## config.mk

```make
export PLATFORM = sky130hd
export DESIGN_NAME = chain_adc_port
export DESIGN_NICKNAME = d
export VERILOG_FILES = /design/src/rtl/chain_adc_pkg.sv /design/src/rtl/chain_adc_sync.sv /design/src/rtl/chain_adc_core.sv /design/src/rtl/chain_adc_ctrl.sv /design/src/rtl/chain_adc_datapath.sv /design/src/rtl/chain_adc_port.sv
export SDC_FILE = /design/constraint.sdc
export NUM_CORES = 1
export LEC_CHECK = 0
export ABC_AREA = 1
export BUFFER_PORTS_ARGS = -buffer_cell sky130_fd_sc_hd__buf_2
export CORE_MARGIN = 4
export CORE_UTILIZATION = 40
export DETAILED_ROUTE_END_ITERATION = 16
export GPL_TIMING_DRIVEN = 0
export PLACE_DENSITY = 0.61
export SYNTH_ARGS = -nofsm -noshare
export SYNTH_HDL_FRONTEND = slang
export SYNTH_HIERARCHICAL = 1
export SYNTH_SLANG_ARGS = --single-unit
```

## constraint.sdc

```tcl
create_clock -name clk -period 2.2 [get_ports clk]
set_input_delay 0.11 -clock clk [delete_from_list [all_inputs] [get_ports clk]]
set_output_delay 0.11 -clock clk [all_outputs]
set_load 0.05 [all_outputs]
```

## src/rtl/chain_adc_pkg.sv

```systemverilog
package chain_adc_pkg;

  typedef enum logic [1:0] {
    PH_IDLE    = 2'd0,
    PH_CONVERT = 2'd1,
    PH_READ    = 2'd2
  } phase_t;

  typedef struct packed {
    logic load;
    logic shift;
    logic clear;
    logic drive;
  } ctlStrobes_t;

endpackage

```

## src/rtl/chain_adc_sync.sv

```systemverilog
module chain_adc_sync #(
  parameter int STAGES = 2
) (
  input  logic clk,
  input  logic rstN,
  input  logic d,
  output logic q
);
  logic [STAGES-1:0] pipe;

  always_ff @(posedge clk or negedge rstN) begin
    if (!rstN) pipe <= '0;
    else       pipe <= {pipe[STAGES-2:0], d};
  end

  assign q = pipe[STAGES-1];
endmodule

```

## src/rtl/chain_adc_core.sv

```systemverilog
module chain_adc_core #(
  parameter int DATA_W      = 14,
  parameter int CONV_CYCLES = 40
) (
  input  logic              clk,
  input  logic              rstN,
  input  logic              start,
  input  logic              abort,
  input  logic [DATA_W-1:0] sampleIn,
  output logic              done,
  output logic [DATA_W-1:0] result
);
  localparam int CNT_W = $clog2(CONV_CYCLES + 1);
  localparam logic [CNT_W-1:0] LAST = CNT_W'(CONV_CYCLES - 1);

  logic             busy;
  logic [CNT_W-1:0] cnt;

  always_ff @(posedge clk or negedge rstN) begin
    if (!rstN) begin
      busy   <= 1'b0;
      cnt    <= '0;
      done   <= 1'b0;
      result <= '0;
    end else begin
      done <= 1'b0;
      if (abort) begin
        busy <= 1'b0;
        cnt  <= '0;
      end else if (start) begin
        busy <= 1'b1;
        cnt  <= '0;
      end else if (busy) begin
        if (cnt == LAST) begin
          busy   <= 1'b0;
          done   <= 1'b1;
          result <= sampleIn;
        end else begin
          cnt <= cnt + 1'b1;
        end
      end
    end
  end

  AST_DONE_SINGLE: assert property (@(posedge clk) disable iff (!rstN)
    done |=> !done);
endmodule

```

## src/rtl/chain_adc_ctrl.sv

```systemverilog
module chain_adc_ctrl
  import chain_adc_pkg::*;
(
  input  logic        clk,
  input  logic        rstN,
  input  logic        cnvS,
  input  logic        sckS,
  input  logic        coreDone,
  output logic        coreStart,
  output logic        coreAbort,
  output ctlStrobes_t strb
);
  phase_t phase, phaseNext;
  logic   cnvPrev, sckPrev;
  logic   cnvRise, cnvFall, sckFall;

  always_ff @(posedge clk or negedge rstN) begin
    if (!rstN) begin
      phase   <= PH_IDLE;
      cnvPrev <= 1'b0;
      sckPrev <= 1'b0;
    end else begin
      phase   <= phaseNext;
      cnvPrev <= cnvS;
      sckPrev <= sckS;
    end
  end

  assign cnvRise = cnvS & ~cnvPrev;
  assign cnvFall = ~cnvS & cnvPrev;
  assign sckFall = ~sckS & sckPrev;

  always_comb begin
    phaseNext  = phase;
    coreStart  = 1'b0;
    coreAbort  = 1'b0;
    strb       = '0;
    strb.drive = (phase == PH_READ);
    unique case (phase)
      PH_IDLE: begin
        if (cnvRise && !sckS) begin
          coreStart = 1'b1;
          phaseNext = PH_CONVERT;
        end
      end
      PH_CONVERT: begin
        if (cnvFall) begin
          coreAbort  = 1'b1;
          strb.clear = 1'b1;
          phaseNext  = PH_IDLE;
        end else if (coreDone) begin
          strb.load = 1'b1;
          phaseNext = PH_READ;
        end
      end
      PH_READ: begin
        if (cnvFall) begin
          strb.clear = 1'b1;
          phaseNext  = PH_IDLE;
        end else if (sckFall) begin
          strb.shift = 1'b1;
        end
      end
      default: phaseNext = PH_IDLE;
    endcase
  end

  AST_START_SCK_LOW: assert property (@(posedge clk) disable iff (!rstN)
    $rose(phase == PH_CONVERT) |-> !$past(sckS));
  AST_LOAD_ON_DONE: assert property (@(posedge clk) disable iff (!rstN)
    (phase == PH_CONVERT && coreDone && cnvS) |=> (phase == PH_READ));
  AST_IDLE_NO_DRIVE: assert property (@(posedge clk) disable iff (!rstN)
    (!cnvS && !cnvPrev) |-> !strb.drive);
  AST_FALL_TO_IDLE: assert property (@(posedge clk) disable iff (!rstN)
    cnvFall |=> (phase == PH_IDLE));
endmodule

```

## src/rtl/chain_adc_datapath.sv

```systemverilog
module chain_adc_datapath
  import chain_adc_pkg::*;
#(
  parameter int DATA_W = 14
) (
  input  logic              clk,
  input  logic              rstN,
  input  ctlStrobes_t       strb,
  input  logic [DATA_W-1:0] loadValue,
  input  logic              sdiS,
  output logic              sdo
);
  localparam int MSB = DATA_W - 1;

  logic [DATA_W-1:0] shReg;

  always_ff @(posedge clk or negedge rstN) begin
    if (!rstN)            shReg <= '0;
    else if (strb.clear)  shReg <= '0;
    else if (strb.load)   shReg <= loadValue;
    else if (strb.shift)  shReg <= {shReg[MSB-1:0], sdiS};
  end

  assign sdo = strb.drive ? shReg[MSB] : 1'b0;

  AST_SHIFT_ADVANCES: assert property (@(posedge clk) disable iff (!rstN)
    strb.shift |=> (shReg[MSB] == $past(shReg[MSB-1])));
  AST_TAIL_CAPTURE: assert property (@(posedge clk) disable iff (!rstN)
    strb.shift |=> (shReg[0] == $past(sdiS)));
  AST_LOAD_VALUE: assert property (@(posedge clk) disable iff (!rstN)
    strb.load |=> (shReg == $past(loadValue)));
endmodule

```

## src/rtl/chain_adc_port.sv

```systemverilog
module chain_adc_port
  import chain_adc_pkg::*;
#(
  parameter int DATA_W      = 14,
  parameter int CONV_CYCLES = 40,
  parameter int SYNC_STAGES = 2
) (
  input  logic              clk,
  input  logic              rstN,
  input  logic              cnvIn,
  input  logic              sckIn,
  input  logic              sdiIn,
  input  logic [DATA_W-1:0] sampleIn,
  output logic              sdoOut
);
  localparam int N_SYNC = 3;

  logic [N_SYNC-1:0] rawIn, syncOut;
  logic              cnvS, sckS, sdiS;
  logic              coreStart, coreAbort, coreDone;
  logic [DATA_W-1:0] coreResult;
  ctlStrobes_t       strb;

  assign rawIn = {cnvIn, sckIn, sdiIn};
  assign {cnvS, sckS, sdiS} = syncOut;

  for (genvar i = 0; i < N_SYNC; i++) begin : g_sync
    chain_adc_sync #(.STAGES(SYNC_STAGES)) u_sync (
      .clk (clk),
      .rstN(rstN),
      .d   (rawIn[i]),
      .q   (syncOut[i])
    );
  end

  chain_adc_core #(.DATA_W(DATA_W), .CONV_CYCLES(CONV_CYCLES)) u_core (
    .clk     (clk),
    .rstN    (rstN),
    .start   (coreStart),
    .abort   (coreAbort),
    .sampleIn(sampleIn),
    .done    (coreDone),
    .result  (coreResult)
  );

  chain_adc_ctrl u_ctrl (
    .clk      (clk),
    .rstN     (rstN),
    .cnvS     (cnvS),
    .sckS     (sckS),
    .coreDone (coreDone),
    .coreStart(coreStart),
    .coreAbort(coreAbort),
    .strb     (strb)
  );

  chain_adc_datapath #(.DATA_W(DATA_W)) u_dp (
    .clk      (clk),
    .rstN     (rstN),
    .strb     (strb),
    .loadValue(coreResult),
    .sdiS     (sdiS),
    .sdo      (sdoOut)
  );
endmodule

```

* Word-level counts from Yosys, hierarchy flattened
Cells that the tools add are included.
W data, S select, Z words.
** Storage, ports and cells
- Register bits :: 46
- Word-level logic and storage cells :: 68
** Operators by class
- $add $sub $neg :: 1
- Equality and inequality tests :: 7
- Mux-type cells :: 32
- Bitwise gates (word level) :: 8
- Reduce and logical (&&, ||, !) cells :: 9
** Operators by type and width (count)
- $mux W14 :: 3
- $mux W6 :: 4
- $mux W1 :: 20
- $mux W2 :: 4
- $add A6 B1 Y6 const B :: 1
- $eq A6 B6 Y1 const B :: 1
- $pmux W2 S3 :: 1
- $reduce_bool A3 Y1 :: 2
- $not A1 Y1 :: 5
- $reduce_and A4 Y1 :: 1
- $and A1 B1 Y1 :: 3
- $ne A3 B2 Y1 const B :: 1
- $ne A3 B3 Y1 const B :: 1
- $reduce_and A3 Y1 :: 1
- $eq A2 B1 Y1 const B :: 1
- $eq A2 B2 Y1 const B :: 1
- $logic_not A2 Y1 :: 1
- $ne A2 B1 Y1 const B :: 1
- $ne A2 B2 Y1 const B :: 1
- $reduce_and A2 Y1 :: 1
- $reduce_or A2 Y1 :: 1
- $logic_and A1 B1 Y1 :: 1
- $logic_not A1 Y1 :: 1

* Depth between registers and ports, before layout
- Depth in word-level cells :: 8
- Depth in mapped cells :: 11
- Mapped depth without buffers :: 10

* Cells and area by module
Netlist, hierarchy kept.
** By module, submodules not included
- chain_adc_core :: instances 1, cells each 114, area each 958.4 um^2
- chain_adc_datapath :: instances 1, cells each 110, area each 783.3 um^2
- chain_adc_ctrl :: instances 1, cells each 36, area each 275.3 um^2
- chain_adc_sync :: instances 3, cells each 2, area each 50.0 um^2

* Worst setup path after synthesis
No wires, ideal clock.
- Path type :: register to register
- Start :: register u_ctrl.phase[1]
- End :: register u_core.result[0]
- Data arrival time :: 1435 ps
- Data required time :: 2084 ps
- Setup slack :: 648 ps
- Stages on the path, launching flop included :: 12
- Buffers on the path :: 1
- Clock period less this slack :: 1552 ps
- Cells stage by stage :: dfrtp_1 inv_1 ha_1 inv_1 nor2_1 or2_4 clkinv_2 nand3_4 clkinv_2 buf_6 nand2_1 nand2_1
** On the way
- Cells in the longest elaborated chain, start to end :: 4
** RTL lines
- start: declaration :: RTL line chain_adc_ctrl.sv:13 : phase_t phase, phaseNext;
- start signal: assignment :: RTL line chain_adc_ctrl.sv:23 : phase <= phaseNext;
- $eq A2 B1 Y1 :: RTL line chain_adc_ctrl.sv:39 : unique case (phase)
- $mux W1 :: RTL line chain_adc_ctrl.sv:39
- net coreAbort :: RTL line chain_adc_port.sv:20 : logic coreStart, coreAbort, coreDone;
- $not A1 Y1 (no line)
- $reduce_and A4 Y1 (no line)
- end signal: assignment :: RTL line chain_adc_core.sv:37 : result <= sampleIn;
- end: declaration :: RTL line chain_adc_core.sv:11 : output logic [DATA_W-1:0] result
The timed path passes the listed nets, and every way through them passes these cells.
A chain may end at the register's enable or synchronous reset.

* Final worst setup path
- Start :: register u_ctrl.phase[0]
- End :: register u_core.result[11]
** On the way
- Cells in the longest elaborated chain, start to end :: 4
** RTL lines (RTL line)
- $logic_not A2 Y1 :: chain_adc_ctrl.sv:39
- $mux W1 :: chain_adc_ctrl.sv:39
- net coreStart :: chain_adc_port.sv:20
- $not A1 Y1 (no line)
- $reduce_and A4 Y1 (no line)
The timed path passes the listed nets, and every way through them passes these cells.

==> metrics <==
GP Congestion=0.799; Worst path slowest cell=dfrtp_1; Place WS=0.411 ns; Final WS setup=0.404 ns; Tmin final=1.80 ns; Leak=1.39 nW; prevailing post-synth register cell=dfrtp_1; fin. max-slew vios=0; syn_nets=289; P&R area growth vs syn=19.2%; Core Util, Final=0.499; HP Class=in2async; CP Class=reg2reg; Post-CTS Setup Bufs=0; DRT Wirelength=3880 um; CP endpoint kind=flip-flop; DIE HEIGHT=81.6 um; grt ovf=0; I/O pins=20; Synth top area share=0.531; Mean Syn Cell Area=8.15 sq um; setup TNS=0 ns; htree depth=2; Vias=1661; initial antenna violation count=0; final net count=324; Mapped Cells=266; final worst-path cycle share=0.816; RSZ-0062 raised after global routing=no; filler cell count=507; total power=0.00202 W; CP arrival=1.98 ns; outcome=finished, violations left; Area contributors post-synth=dfrtp_1, nand2_1, nand3_1; Synth cell types=23; total core area=5170 sq um; Peak VDD IR=0.397 mV; die area=6660 sq um; cell accounting for the most synthesized area=dfrtp_1; critical-path maximum fanout=10; crit path cell chain=inv_1 > ha_1 > inv_1 > nor2_1 > or2_4 > clkinv_2 > nand3_4 > clkinv_2 > buf_6 > nand2_1 > nand2_1; Worst-path clk slew=0.08 ns; Worst Max-Slew Pin Slew=1.00 ns; # setup viols final=0; Final Hold Fails=24; Worst slew margin=0.331; drt first pass iters=4; Synth Warn #=6; first-pass GRT wire length=7100 um; CP Launch Point=u_ctrl/phase[0]; #FFs+latches synth=46; die width=81.6 um; worst skew pair latency=0.29 ns; Post-synth EDFFs=0; share of layout cells above drive strength 1=0.159; antenna fix cells=0; most common cell in the synthesized netlist=nand2_1; CP required=2.38 ns; Worst Skew=0.00639 ns; detailed-route vias per instance=4.47; failing checks=hold timing; vias in the first global route=1618; crit-path leading delay family=simple AND/OR/NAND/NOR gates; Seq/Total Area, Yosys=0.531; type of origin of the critical path=flip-flop; GRT Util Overall=0.135; asr flop ratio synth=1.00; PwrDens=784 nW/um^2; FF-to-FF Start=u_ctrl/phase[0]; DRC viols=0; clock tree from TritonCTS=yes; Longest Clk Path Bufs=2; # port buffers=19; DRT iter0 DRCs=35; hold slack=-0.0169 ns; peak per-stage delay on the critical path=0.42 ns; Critical path buffers and inverters=5; routed length per instance=10.4 um; Synth Cell Area=2170 sq um; pin count of the biggest net entering global routing=47; max capacitance violation total=0; starting density of the core=0.419; clock sinks=46; f_max=557 MHz; top post-synthesis cells by count=nand2_1, dfrtp_1, nand3_1; Row Count=26; Num CTS Buffers=5; Clock Root Buffer=clkbuf_8; post-route ant nets=0; HPWL after DPL=2670 um
[power by group]
part           internal, W  switching (W)
clock network     0.000484       0.000271
registers         0.000908      0.0000714
logic             0.000118       0.000172
total              0.00151       0.000515
[state kept, by name (all words and copies together), names as in the netlist]
name and count:
u_ctrl/sckPrev 1, u_core/busy 1, u_ctrl/phase 2, u_core/result 14, u_core/cnt 6, u_core/done 1
g_sync.u_sync/pipe 6, u_ctrl/cnvPrev 1, u_dp/shReg 14
[final timing paths]
check,endpoint,slack [ns],depth (start not counted)
max in group asynchronous,u_core/result[3],1.59,1
min in group clk,u_core/result[9],0.01,3
hold / removal,g_sync[2].u_sync/pipe[1],-0.02,1
setup reg to reg,u_core/result[11],0.40,11
setup / recovery,u_core/result[11],0.40,11
hold reg to reg,g_sync[2].u_sync/pipe[1],0.35,0
[layer usage]
layer | share of wire | vias up | GRT usage
met3 | 0.038 | 2 | 0.0296
met4 | 0.0036 | 0 | 0.0349
met2 | 0.48 | 24 | 0.222
met1 | 0.48 | 761 | 0.182
li1 | - | 874 | -
met5 | 0 | - | 0
[final cells by class]
| cell class | instances | area (sq um) | area share |
|---|---|---|---|
| tap | 70 | 87.6 | 0.0339 |
| timing repair buffer | 28 | 185 | 0.0717 |
| inverter | 22 | 85.1 | 0.0329 |
| buffer | 8 | 70.1 | 0.0271 |
| multi-input combinational | 190 | 861 | 0.333 |
| clock inverter | 2 | 60.1 | 0.0233 |
| sequential | 46 | 1150 | 0.446 |
| clock buffer | 6 | 82.6 | 0.0320 |
[per-stage QoR]
step,instance area [sq um],hold slack [ns],instances
finish,2580,-0.0169,372
global route,2580,0.00946,372
CTS,2570,0.000639,371
detailed placement,2350,0.219,355
global placement,2350,0.218,355
floorplan,2170,-0.186,266
[placed cells by master (no fill, tap or decap), types with 4 or more instances in the layout]
master	instances
dfrtp_1	46
dlygate4sd3_1	9
nand3_1	22
inv_1	19
buf_6	4
nand2_1	135
buf_2	21
nor2_1	14
ha_1	4
clkbuf_8	6
[cells by family (layout without fill, tap and decap cells)]
kind of cell,after synthesis,after routing,share of synthesized area
fa+ha+maj,4,4,0.0231
simple gates,183,183,0.364
compound gates,2,2,0.00577
buf+inv,30,66,0.0716
flops,46,46,0.531
xor+xnor,1,1,0.00404
[what timing repair did]
item | 4_1_cts | 5_1_grt
hold endpoints to repair | 8 | 1
hold buffers | 8 | 1
gates resized for setup | 0 | 0
No activity file was read; power rests on OpenSTA's default activity.
